$ cat config.mk
export PLATFORM = sky130hd
export DESIGN_NAME = irq_arbiter
export DESIGN_NICKNAME = d
export VERILOG_FILES = /design/src/rtl/irq_arb_pkg.sv /design/src/rtl/irq_src_bank.sv /design/src/rtl/irq_pick.sv /design/src/rtl/irq_ctx_unit.sv /design/src/rtl/irq_arbiter.sv
export SDC_FILE = /design/constraint.sdc
export NUM_CORES = 1
export LEC_CHECK = 0
export BUFFER_PORTS_ARGS = -buffer_cell sky130_fd_sc_hd__buf_2
export CAP_MARGIN = 5
export CORE_ASPECT_RATIO = 1.25
export CORE_MARGIN = 1.5
export CORE_UTILIZATION = 55
export DETAILED_ROUTE_END_ITERATION = 8
export PLACE_DENSITY = 0.74
export SLEW_MARGIN = 20
export SYNTH_ARGS = -nofsm -noshare
export SYNTH_HDL_FRONTEND = slang
export SYNTH_SLANG_ARGS = --single-unit
$ cat constraint.sdc
create_clock -name clk -period 15.89 [get_ports clk]
set_clock_uncertainty 0.15 [all_clocks]
set_input_delay 2.3835 -clock clk [delete_from_list [all_inputs] [get_ports clk]]
set_output_delay 2.3835 -clock clk [all_outputs]
set_load 0.05 [all_outputs]
$ cat src/rtl/irq_arb_pkg.sv
package irq_arb_pkg;
  // Width of a source ID able to hold 0..nsrc
  function automatic int id_width(input int nsrc);
    return $clog2(nsrc + 1);
  endfunction
  // Width of a context selector
  function automatic int sel_width(input int n);
    return (n > 1) ? $clog2(n) : 1;
  endfunction
endpackage

$ cat src/rtl/irq_src_bank.sv
module irq_src_bank #(
  parameter int NSRC   = 10,
  parameter int PRIO_W = 3,
  parameter int ID_W   = 4
) (
  input  logic                   clk,
  input  logic                   rst_n,
  input  logic                   prio_we,
  input  logic [ID_W-1:0]        prio_id,
  input  logic [PRIO_W-1:0]      prio_val,
  input  logic [NSRC-1:0]        set_vec,
  input  logic [NSRC-1:0]        clr_vec,
  input  logic [NSRC-1:0]        done_vec,
  output logic [NSRC*PRIO_W-1:0] prio_flat,
  output logic [NSRC-1:0]        pend_q,
  output logic [NSRC-1:0]        insvc_q
);
  for (genvar i = 0; i < NSRC; i++) begin : g_src
    logic [PRIO_W-1:0] prio_q;

    always_ff @(posedge clk) begin
      if (!rst_n) begin
        prio_q     <= '0;
        pend_q[i]  <= 1'b0;
        insvc_q[i] <= 1'b0;
      end else begin
        if (prio_we && prio_id == ID_W'(i + 1)) prio_q <= prio_val;
        // a new gateway pulse survives a same-cycle claim
        pend_q[i]  <= (pend_q[i] & ~clr_vec[i]) | set_vec[i];
        insvc_q[i] <= (insvc_q[i] & ~done_vec[i]) | clr_vec[i];
      end
    end

    assign prio_flat[i*PRIO_W +: PRIO_W] = prio_q;

    // a claim pops the pending bit and marks the source in service
    a_r5_claim_pops: assert property (@(posedge clk) disable iff (!rst_n)
      clr_vec[i] && !set_vec[i] |=> insvc_q[i] && !pend_q[i]);

    // service ends only through an accepted completion
    a_r8_release_needs_done: assert property (@(posedge clk) disable iff (!rst_n)
      $fell(insvc_q[i]) |-> $past(done_vec[i]));
  end
endmodule

$ cat src/rtl/irq_pick.sv
module irq_pick #(
  parameter int NSRC   = 10,
  parameter int PRIO_W = 3,
  parameter int ID_W   = 4
) (
  input  logic [NSRC-1:0]        cand,
  input  logic [NSRC*PRIO_W-1:0] prio_flat,
  output logic [ID_W-1:0]        best_id,
  output logic [PRIO_W-1:0]      best_prio
);
  // Linear scan: strict greater-than keeps the lower ID on a tie,
  // and starting from 0 keeps priority-0 sources out.
  always_comb begin
    best_id   = '0;
    best_prio = '0;
    for (int i = 0; i < NSRC; i++) begin
      if (cand[i] && prio_flat[i*PRIO_W +: PRIO_W] > best_prio) begin
        best_prio = prio_flat[i*PRIO_W +: PRIO_W];
        best_id   = ID_W'(i + 1);
      end
    end
  end
endmodule

$ cat src/rtl/irq_ctx_unit.sv
module irq_ctx_unit #(
  parameter int NSRC    = 10,
  parameter int PRIO_W  = 3,
  parameter int ID_W    = 4,
  parameter bit PRESENT = 1'b1
) (
  input  logic                   clk,
  input  logic                   rst_n,
  input  logic                   en_we,
  input  logic [ID_W-1:0]        en_id,
  input  logic                   en_val,
  input  logic                   thr_we,
  input  logic [PRIO_W-1:0]      thr_val,
  input  logic [NSRC*PRIO_W-1:0] prio_flat,
  input  logic [NSRC-1:0]        pend,
  input  logic [NSRC-1:0]        insvc,
  output logic [NSRC-1:0]        en_q,
  output logic [ID_W-1:0]        best_id,
  output logic                   irq_q
);
  logic [PRIO_W-1:0] thr_q;
  logic [NSRC-1:0]   active;
  logic [ID_W-1:0]   pick_id;
  logic [PRIO_W-1:0] pick_prio;

  always_ff @(posedge clk) begin
    if (!rst_n) begin
      en_q  <= '0;
      thr_q <= '0;
    end else begin
      if (thr_we) thr_q <= thr_val;
      for (int i = 0; i < NSRC; i++)
        if (en_we && en_id == ID_W'(i + 1)) en_q[i] <= en_val;
    end
  end

  assign active = pend & ~insvc & en_q;

  irq_pick #(.NSRC(NSRC), .PRIO_W(PRIO_W), .ID_W(ID_W)) u_pick (
    .cand(active), .prio_flat(prio_flat),
    .best_id(pick_id), .best_prio(pick_prio)
  );

  assign best_id = PRESENT ? pick_id : '0;

  always_ff @(posedge clk) begin
    if (!rst_n) irq_q <= 1'b0;
    else        irq_q <= PRESENT && (pick_id != '0) && (pick_prio > thr_q);
  end

  // a maximal threshold can never be exceeded
  a_r4_max_thr_blocks: assert property (@(posedge clk) disable iff (!rst_n)
    thr_q == '1 |=> !irq_q);

  // the picked source is really a candidate here
  a_r3_winner_eligible: assert property (@(posedge clk) disable iff (!rst_n)
    pick_id != '0 |-> active[pick_id - ID_W'(1)]);
endmodule

$ cat src/rtl/irq_arbiter.sv
module irq_arbiter
  import irq_arb_pkg::*;
#(
  parameter int NSRC   = 10,
  parameter int NCTX   = 2,
  parameter int PRIO_W = 3,
  parameter logic [NCTX-1:0] CTX_PRESENT = '1,
  localparam int ID_W  = id_width(NSRC),
  localparam int CTX_W = sel_width(NCTX)
) (
  input  logic              clk,
  input  logic              rst_n,
  input  logic [NSRC-1:0]   src_pulse,
  input  logic              prio_we,
  input  logic [ID_W-1:0]   prio_id,
  input  logic [PRIO_W-1:0] prio_val,
  input  logic              en_we,
  input  logic [CTX_W-1:0]  en_ctx,
  input  logic [ID_W-1:0]   en_id,
  input  logic              en_val,
  input  logic              thr_we,
  input  logic [CTX_W-1:0]  thr_ctx,
  input  logic [PRIO_W-1:0] thr_val,
  input  logic              claim_req,
  input  logic [CTX_W-1:0]  claim_ctx,
  output logic              claim_vld,
  output logic [ID_W-1:0]   claim_id,
  input  logic              cmp_we,
  input  logic [CTX_W-1:0]  cmp_ctx,
  input  logic [ID_W-1:0]   cmp_id,
  output logic [NCTX-1:0]   irq
);
  logic [NSRC*PRIO_W-1:0] prio_flat;
  logic [NSRC-1:0]        pend, insvc, clr_vec, done_vec;
  logic [NSRC-1:0]        en_vecs  [NCTX];
  logic [ID_W-1:0]        best_ids [NCTX];
  logic [ID_W-1:0]        sel_id;

  irq_src_bank #(.NSRC(NSRC), .PRIO_W(PRIO_W), .ID_W(ID_W)) u_bank (
    .clk(clk), .rst_n(rst_n),
    .prio_we(prio_we), .prio_id(prio_id), .prio_val(prio_val),
    .set_vec(src_pulse), .clr_vec(clr_vec), .done_vec(done_vec),
    .prio_flat(prio_flat), .pend_q(pend), .insvc_q(insvc)
  );

  for (genvar c = 0; c < NCTX; c++) begin : g_ctx
    irq_ctx_unit #(.NSRC(NSRC), .PRIO_W(PRIO_W), .ID_W(ID_W),
                   .PRESENT(CTX_PRESENT[c])) u_ctx (
      .clk(clk), .rst_n(rst_n),
      .en_we(en_we && en_ctx == CTX_W'(c)), .en_id(en_id), .en_val(en_val),
      .thr_we(thr_we && thr_ctx == CTX_W'(c)), .thr_val(thr_val),
      .prio_flat(prio_flat), .pend(pend), .insvc(insvc),
      .en_q(en_vecs[c]), .best_id(best_ids[c]), .irq_q(irq[c])
    );
  end

  // claim selection and completion decode
  always_comb begin
    sel_id   = '0;
    clr_vec  = '0;
    done_vec = '0;
    if (int'(claim_ctx) < NCTX) sel_id = best_ids[claim_ctx];
    for (int i = 0; i < NSRC; i++) begin
      if (claim_req && sel_id == ID_W'(i + 1)) clr_vec[i] = 1'b1;
      if (cmp_we && int'(cmp_ctx) < NCTX && cmp_id == ID_W'(i + 1) &&
          en_vecs[cmp_ctx][i])
        done_vec[i] = 1'b1;
    end
  end

  always_ff @(posedge clk) begin
    if (!rst_n) begin
      claim_vld <= 1'b0;
      claim_id  <= '0;
    end else begin
      claim_vld <= claim_req;
      claim_id  <= claim_req ? sel_id : '0;
    end
  end

  // a returned ID is in service when it is presented
  a_r5_claimed_in_service: assert property (@(posedge clk) disable iff (!rst_n)
    claim_vld && claim_id != '0 |-> insvc[claim_id - ID_W'(1)]);
endmodule

# Word-level counts from Yosys, hierarchy flattened

Cells that the tools add are included.

Eq/ne operators: 40
Mux-type cells: 66
Bitwise gates (word level): 68
$lt $le $gt $ge: 23
Reduce and logical (&&, ||, !) cells: 89

Operators with widths:

| kind                 | count |
|---|---|
| $logic_and A1 B1 Y1  | 86 |
| $mux W4              | 21 |
| $eq A4 B3 Y1 const B | 16 |
| $gt A3 B3 Y1         | 20 |
| $mux W3              | 20 |
| $eq A4 B4 Y1 const B | 12 |
| $eq A4 B2 Y1 const B | 8 |
| $and A10 B10 Y10     | 3 |
| $mux W10             | 3 |
| $mux W1              | 22 |
| $not A1 Y1           | 22 |
| $and A1 B1 Y1        | 20 |
| $or A1 B1 Y1         | 20 |
| $eq A4 B1 Y1 const B | 4 |
| $not A10 Y10         | 1 |
| $reduce_bool A4 Y1   | 2 |
| $ge A2 B2 Y1 const B | 2 |
| $not A1 Y2           | 2 |
| $gt A3 B1 Y1 const B | 1 |
| $reduce_and A2 Y1    | 1 |

Word-level logic and storage cells: 342
Bits in registers: 83
Input port bits: 40
Output and inout bits: 7

# Longest topological paths before layout

Depth after elaboration: 41
Depth in mapped cells: 69
Depth with buffers taken out: 68

# Cells and area by module

A second synthesis with hierarchy kept.

Cell total of the unflattened synthesis: 798
Area, all modules: 6632.6 um2

Modules (own cells, without submodules):

| module                            | cells an instance | times used | area an instance (um2) |
|---|---|---|---|
| irq_src_bank                      | 178               | 1          | 1826.8 |
| irq_ctx_unit                      | 77                | 2          | 749.5 |
| irq_pick at g_ctx[0].u_ctx.u_pick | 206               | 1          | 1420.1 |
| irq_pick at g_ctx[1].u_ctx.u_pick | 189               | 1          | 1293.7 |
| irq_arbiter                       | 71                | 1          | 593.1 |

# Worst setup path before layout

OpenSTA, ideal clock, no wires.

Path type: reg2reg
Start point: reg u_bank.insvc_q[0]
End point: reg u_bank.pend_q[2]
Path slack: 2.703 ns
Period minus slack after synthesis: 13.187 ns
Path buffers: 0
Data required time: 15.623 ns
Cell stages (with the launch flop): 61
Arrival time: 12.920 ns
Path through: dfxtp_1 > and3b_1 > and2_1 > inv_1 > ha_1 > o21a_2 > o2111ai_2 > o21ai_0 > ha_1 > nor2_1 > o221ai_1 > a31oi_1 > mux2_2 > ha_1 > nor2_1 > maj3_1 > o211ai_1 > mux2_2 > [... 25 more ...] > a21oi_1 > mux2_2 > ha_1 > nand3_1 > nand3_1 > a21oi_1 > mux2_2 > ha_1 > inv_1 > a21o_1 > a21oi_1 > a311oi_1 > nor2b_1 > inv_1 > a21oi_1 > a211o_1 > or3_1 > a22o_1

Cells in the longest elaborated chain, start to end: 41
Elaborated cells on any way between the ends: 89
Those cells by class: order compare: 18; eq/ne: 1; mux: 42; bitwise: 7; reduce/logical: 21

RTL lines:

| item                                         | line               | text |
|---|---|---|
| start, declared                              | irq_src_bank.sv:16 | `output logic [NSRC-1:0] insvc_q` |
| start signal, assigned by index              | irq_src_bank.sv:30 | `insvc_q[i] <= (insvc_q[i] & ~done_vec[i]) \| clr_vec[i];` |
| $not A10 Y10 *                               | irq_ctx_unit.sv:37 | `assign active = pend & ~insvc & en_q;` |
| $and A10 B10 Y10 *                           | irq_ctx_unit.sv:37 |  |
| $and A10 B10 Y10                             | irq_ctx_unit.sv:37 |  |
| $logic_and A1 B1 Y1                          | irq_pick.sv:17     | `if (cand[i] && prio_flat[i*PRIO_W +: PRIO_W] > best_prio) begin` |
| $mux W3                                      | irq_pick.sv:17     |  |
| $gt A3 B3 Y1                                 | irq_pick.sv:17     |  |
| $logic_and A1 B1 Y1                          | irq_pick.sv:17     |  |
| $mux W3                                      | irq_pick.sv:17     |  |
| [... 23 more ...]                            | n/a                |  |
| $mux W4                                      | irq_pick.sv:17     |  |
| $mux W4 (implied by the code) * (3 in a row) | irq_arbiter.sv:62  | `if (int'(claim_ctx) < NCTX) sel_id = best_ids[claim_ctx];` |
| $eq A4 B2 Y1 *                               | irq_arbiter.sv:64  | `if (claim_req && sel_id == ID_W'(i + 1)) clr_vec[i] = 1'b1;` |
| $logic_and A1 B1 Y1 *                        | irq_arbiter.sv:64  |  |
| $mux W1 *                                    | irq_arbiter.sv:64  |  |
| $not A1 Y1 *                                 | irq_src_bank.sv:29 | `pend_q[i] <= (pend_q[i] & ~clr_vec[i]) \| set_vec[i];` |
| $and A1 B1 Y1 *                              | irq_src_bank.sv:29 |  |
| $or A1 B1 Y1 *                               | irq_src_bank.sv:29 |  |
| end signal, assigned by index                | irq_src_bank.sv:29 |  |
| end, declared                                | irq_src_bank.sv:15 | `output logic [NSRC-1:0] pend_q,` |

Mark *: on every way between the ends. The rest lies on a longest branch, timed or not. The select of a mux whose other input is x is not followed.
A chain may end at the register's enable or synchronous reset.

# Final worst setup path

Start point: reg u_bank.pend_q[0]
End point: reg u_bank.pend_q[4]

Cells in the longest elaborated chain, start to end: 40
Elaborated cells on any way between the ends: 88
Those cells by class: order compare: 18; eq/ne: 1; mux: 42; bitwise: 6; reduce/logical: 21

RTL lines:

| item                                         | line |
|---|---|
| $and A10 B10 Y10 *                           | irq_ctx_unit.sv:37 |
| $and A10 B10 Y10                             | irq_ctx_unit.sv:37 |
| $logic_and A1 B1 Y1                          | irq_pick.sv:17 |
| $mux W3                                      | irq_pick.sv:17 |
| $gt A3 B3 Y1                                 | irq_pick.sv:17 |
| $logic_and A1 B1 Y1                          | irq_pick.sv:17 |
| $mux W3                                      | irq_pick.sv:17 |
| $gt A3 B3 Y1                                 | irq_pick.sv:17 |
| [... 22 more ...]                            | n/a |
| $mux W4                                      | irq_pick.sv:17 |
| $mux W4 (implied by the code) * (3 in a row) | irq_arbiter.sv:62 |
| $eq A4 B3 Y1 *                               | irq_arbiter.sv:64 |
| $logic_and A1 B1 Y1 *                        | irq_arbiter.sv:64 |
| $mux W1 *                                    | irq_arbiter.sv:64 |
| $not A1 Y1 *                                 | irq_src_bank.sv:29 |
| $and A1 B1 Y1 *                              | irq_src_bank.sv:29 |
| $or A1 B1 Y1 *                               | irq_src_bank.sv:29 |

Marked as above.

==> summary.md <==
| Metric | Value |
|---|---|
| DRT iter0 DRCs | `approximately 310` |
| Post-synth EDFFs | `0` |
| Via/cell ratio | `6.39` |
| Post-layout power | `approximately 470 uW` |
| Ant diodes | `0` |
| Worst R2R Start | `u_bank.pend_q[0]` |
| Final Hold Fails | `0` |
| Initial antenna violation count | `0` |
| Die height | `121 um` |
| Htree depth | `3` |
| Clk buf depth | `2` |
| Reg clk slew, reported paths | `0.07 ns` |
| Non-Filler Instances | `940` |
| DP Wirelength | `between 10000 and 15000 um` |
| Hold Path Stages | `2` |
| VDD IR max | `between 0.06 and 0.07 mV` |
| Clk root buf | `clkbuf_16` |
| Post-route ant nets | `0` |
| Fin crit period | `about 15 ns` |
| Worst min path class | `flop to flop` |
| Fillers | `between 900 and 1000` |
| Max Clock Freq | `about 68 MHz` |
| Worst-skew pair later-pin latency | `roughly 0.35 ns` |
| Core ar. | `10700 um^2` |
| Largest net degree at the start of global routing | `64` |
| Hold Startpoint | `g_ctx[1].u_ctx.thr_q[2]` |
| Overflow after GRT | `0` |
| DR vias | `6004` |
| CP max stage delay | `a little under 0.5 ns` |
| Worst-path maximum fanout | `9` |
| Crit path launch | `u_bank.pend_q[0]` |
| Final setup violation count | `0` |
| Die width | `~97 um` |
| Post-CTS Hold Buffers | `0` |
| Max-slew violation total from the final report | `0` |
| Router iterations before antenna repair | `5` |
| Global-route wire length before repair | `between 20000 and 30000 um` |
| # port buffers | `46` |
| Aggregate routed wire length | `between 15000 and 20000 um` |
| Worst R2R Path Depth | `just under 60` |
| WP data arrival | `14.87 ns` |
| Number of nets in the layout | `approximately 900` |
| Row count | `42` |
| Ys async rst share | `0` |
| Cell mode on critical path | `ha_1` |
| Clk sinks | `83` |
| Remaining DRCs | `0` |
| Relative slew slack | `0.390` |
| Vias in the first global route | `5849` |
| Most frequent cells in the layout | `nor2_1 (93), dfxtp_1 (83), nand2_1 (72)` |
| CTS tree | `yes` |
| Gate Count Post-Synth | `a little under 800` |
| Net Count, Synth | `~850` |
| Leak Pwr | `approximately 2.7 nW` |
| Share of layout cells above drive strength 1 | `0.119` |
| Placed Instances | `924` |
| Initial core utilization | `0.572` |
| Gp weighted congestion | `~0.98` |
| Tot GR Track Use | `0.301` |
| Num CTS Buffers | `9` |
| RSZ-0062 raised after global routing | `false` |
| Slew @ Worst Pin | `between 0.9 and 1 ns` |
| Die Footprint | `between 10000 and 15000 um^2` |
| Area growth syn-to-layout | `9.69%` |
| Setup crit start kind | `flop` |
| Worst Path Class, Setup | `flop to flop` |
| DR WL/cell | `around 19 um` |
| Status | `finished, final reports clean` |
| Most common cell after layout, fill and taps aside | `nor2_1` |
| Main synth FF type | `dfxtp_1` |
| Number of synthesized register bits | `83` |
| Crit-path slowest cell | `a31oi_1` |
| Synth Cell Area | `about 6100 um^2` |
| Post-synthesis sequential area ratio | `0.271` |
| Ratio of final minimum period to clock period | `0.930` |
| Io pins | `between 40 and 50` |
| Setup TNS | `0 ns` |
| Critical Path RT | `about 16 ns` |
| Post-synth cell types | `75` |
| Max Cap Viol | `0` |
| Mean post-synth cell area | `just under 8 um^2` |
| Pwr Density | `~70 nW/um^2` |
| CP endpoint kind | `flop` |
| Syn. warnings | `0` |
-- layout make-up --
| cell class | count | area, um^2 | share of cell area |
|---|---|---|---|
| tap | 132 | 165 | 0.0245 |
| clock inverter | 7 | 70.1 | 0.0104 |
| multi-input combinational | 619 | 4200 | 0.625 |
| inverter | 42 | 159 | 0.0236 |
| sequential | 83 | 1660 | 0.247 |
| timing repair buffer | 48 | 245 | 0.0364 |
| clock buffer | 9 | 225 | 0.0335 |
-- power by group --
part	switching, mW	internal [mW]
clock network	0.0976	0.110
registers	0.00476	0.213
logic	0.0259	0.0155
-- logic make-up (layout without fill, tap and decap cells) --
| group | count (synthesis) | count (layout) | share of synthesized area |
|---|---|---|---|
| simple gates | 305 | 305 | 0.247 |
| mux | 68 | 68 | 0.115 |
| compound gates | 200 | 200 | 0.233 |
| buf+inv | 69 | 106 | 0.0447 |
| xor+xnor | 1 | 1 | 0.00143 |
| flops | 83 | 83 | 0.271 |
| fa+ha+maj | 45 | 45 | 0.0887 |
-- sequential cells by signal, indices dropped and copies added, names as in the netlist --
signal,count
claim_id,4
g_ctx.u_ctx.en_q,20
u_bank.pend_q,10
g_ctx.u_ctx.irq_q,2
u_bank.insvc_q,10
u_bank.g_src.prio_q,30
claim_vld,1
g_ctx.u_ctx.thr_q,6
-- per-stage QoR --
| stage | hold WS (ns) | instance area [um^2] | util | setup slack, ns |
|---|---|---|---|---|
| after detailed placement | 0.308 | 6430 | 0.600 | 1.16 |
| after floorplan | 0.286 | 6130 | - | 2.70 |
| after CTS | 0.317 | 6720 | 0.627 | 1.11 |
| final | 0.315 | 6730 | 0.628 | 1.11 |
| after global placement | 0.300 | 6430 | 0.600 | 1.33 |
| after global routing | 0.339 | 6730 | 0.628 | 0.0611 |
-- worst max-delay path, delay by kind of cell (launching register included) --
family,cells,cell delay [ns]
mux,7,2.63
compound gates,22,5.02
flops,1,0.43
buf+inv,3,0.41
fa+ha+maj,12,3.63
simple gates,15,2.38
-- routing by layer --
metal / share of wire / vias to the layer above / wire [um] / global-route usage
met1: 0.41 / 2817 / 7270 / 0.362
li1: - / 2884 / - / -
met2: 0.49 / 248 / 8690 / 0.528
met4: 0.035 / 0 / 616 / 0.138
met5: 0 / - / 0 / 0
met3: 0.056 / 55 / 983 / 0.0449
-- cell usage after synthesis, drive strengths merged, types with 4 or more instances --
| library cell | n | area, um^2 |
|---|---|---|
| o31ai | 11 | 87.6 |
| and2 | 17 | 106 |
| a22o | 7 | 61.3 |
| nor2b | 12 | 75.1 |
| nor3b | 4 | 30.0 |
| o21ai | 35 | 179 |
| a31oi | 9 | 56.3 |
| nor3 | 13 | 65.1 |
| o21a | 9 | 68.8 |
| dfxtp | 83 | 1660 |
| a21o | 8 | 60.1 |
| nor2 | 93 | 349 |
| nand3b | 8 | 60.1 |
| o221ai | 4 | 35.0 |
| o211a | 7 | 85.1 |
| nand4b | 4 | 35.0 |
| nand3 | 34 | 170 |
| a21oi | 46 | 230 |
| a311oi | 5 | 43.8 |
| o211ai | 8 | 60.1 |
| maj3 | 8 | 81.3 |
| inv | 42 | 158 |
| clkbuf | 24 | 90.1 |
| nand2 | 72 | 270 |
| nand2b | 15 | 101 |
| mux2i | 57 | 583 |
| or3 | 9 | 56.3 |
| o22ai | 6 | 43.8 |
| ha | 37 | 463 |
| a211oi | 9 | 67.6 |
| o2111ai | 4 | 41.3 |
| mux2 | 11 | 124 |
| and3b | 12 | 105 |
-- what timing repair did --
item                                    CTS  global route
endpoints found under the setup margin    0            13
hold endpoints to repair                  0             0
gates resized for setup                   0             1
setup buffers                             0             0
-- worst paths after layout --
kind                             end  slack, ns
max                 u_bank.pend_q[4]       1.11
min          g_ctx[1].u_ctx.thr_q[2]       0.32
max reg2reg         u_bank.pend_q[4]       1.11
min reg2reg  g_ctx[1].u_ctx.thr_q[2]       0.32
Power figures use the tool's default switching activity.
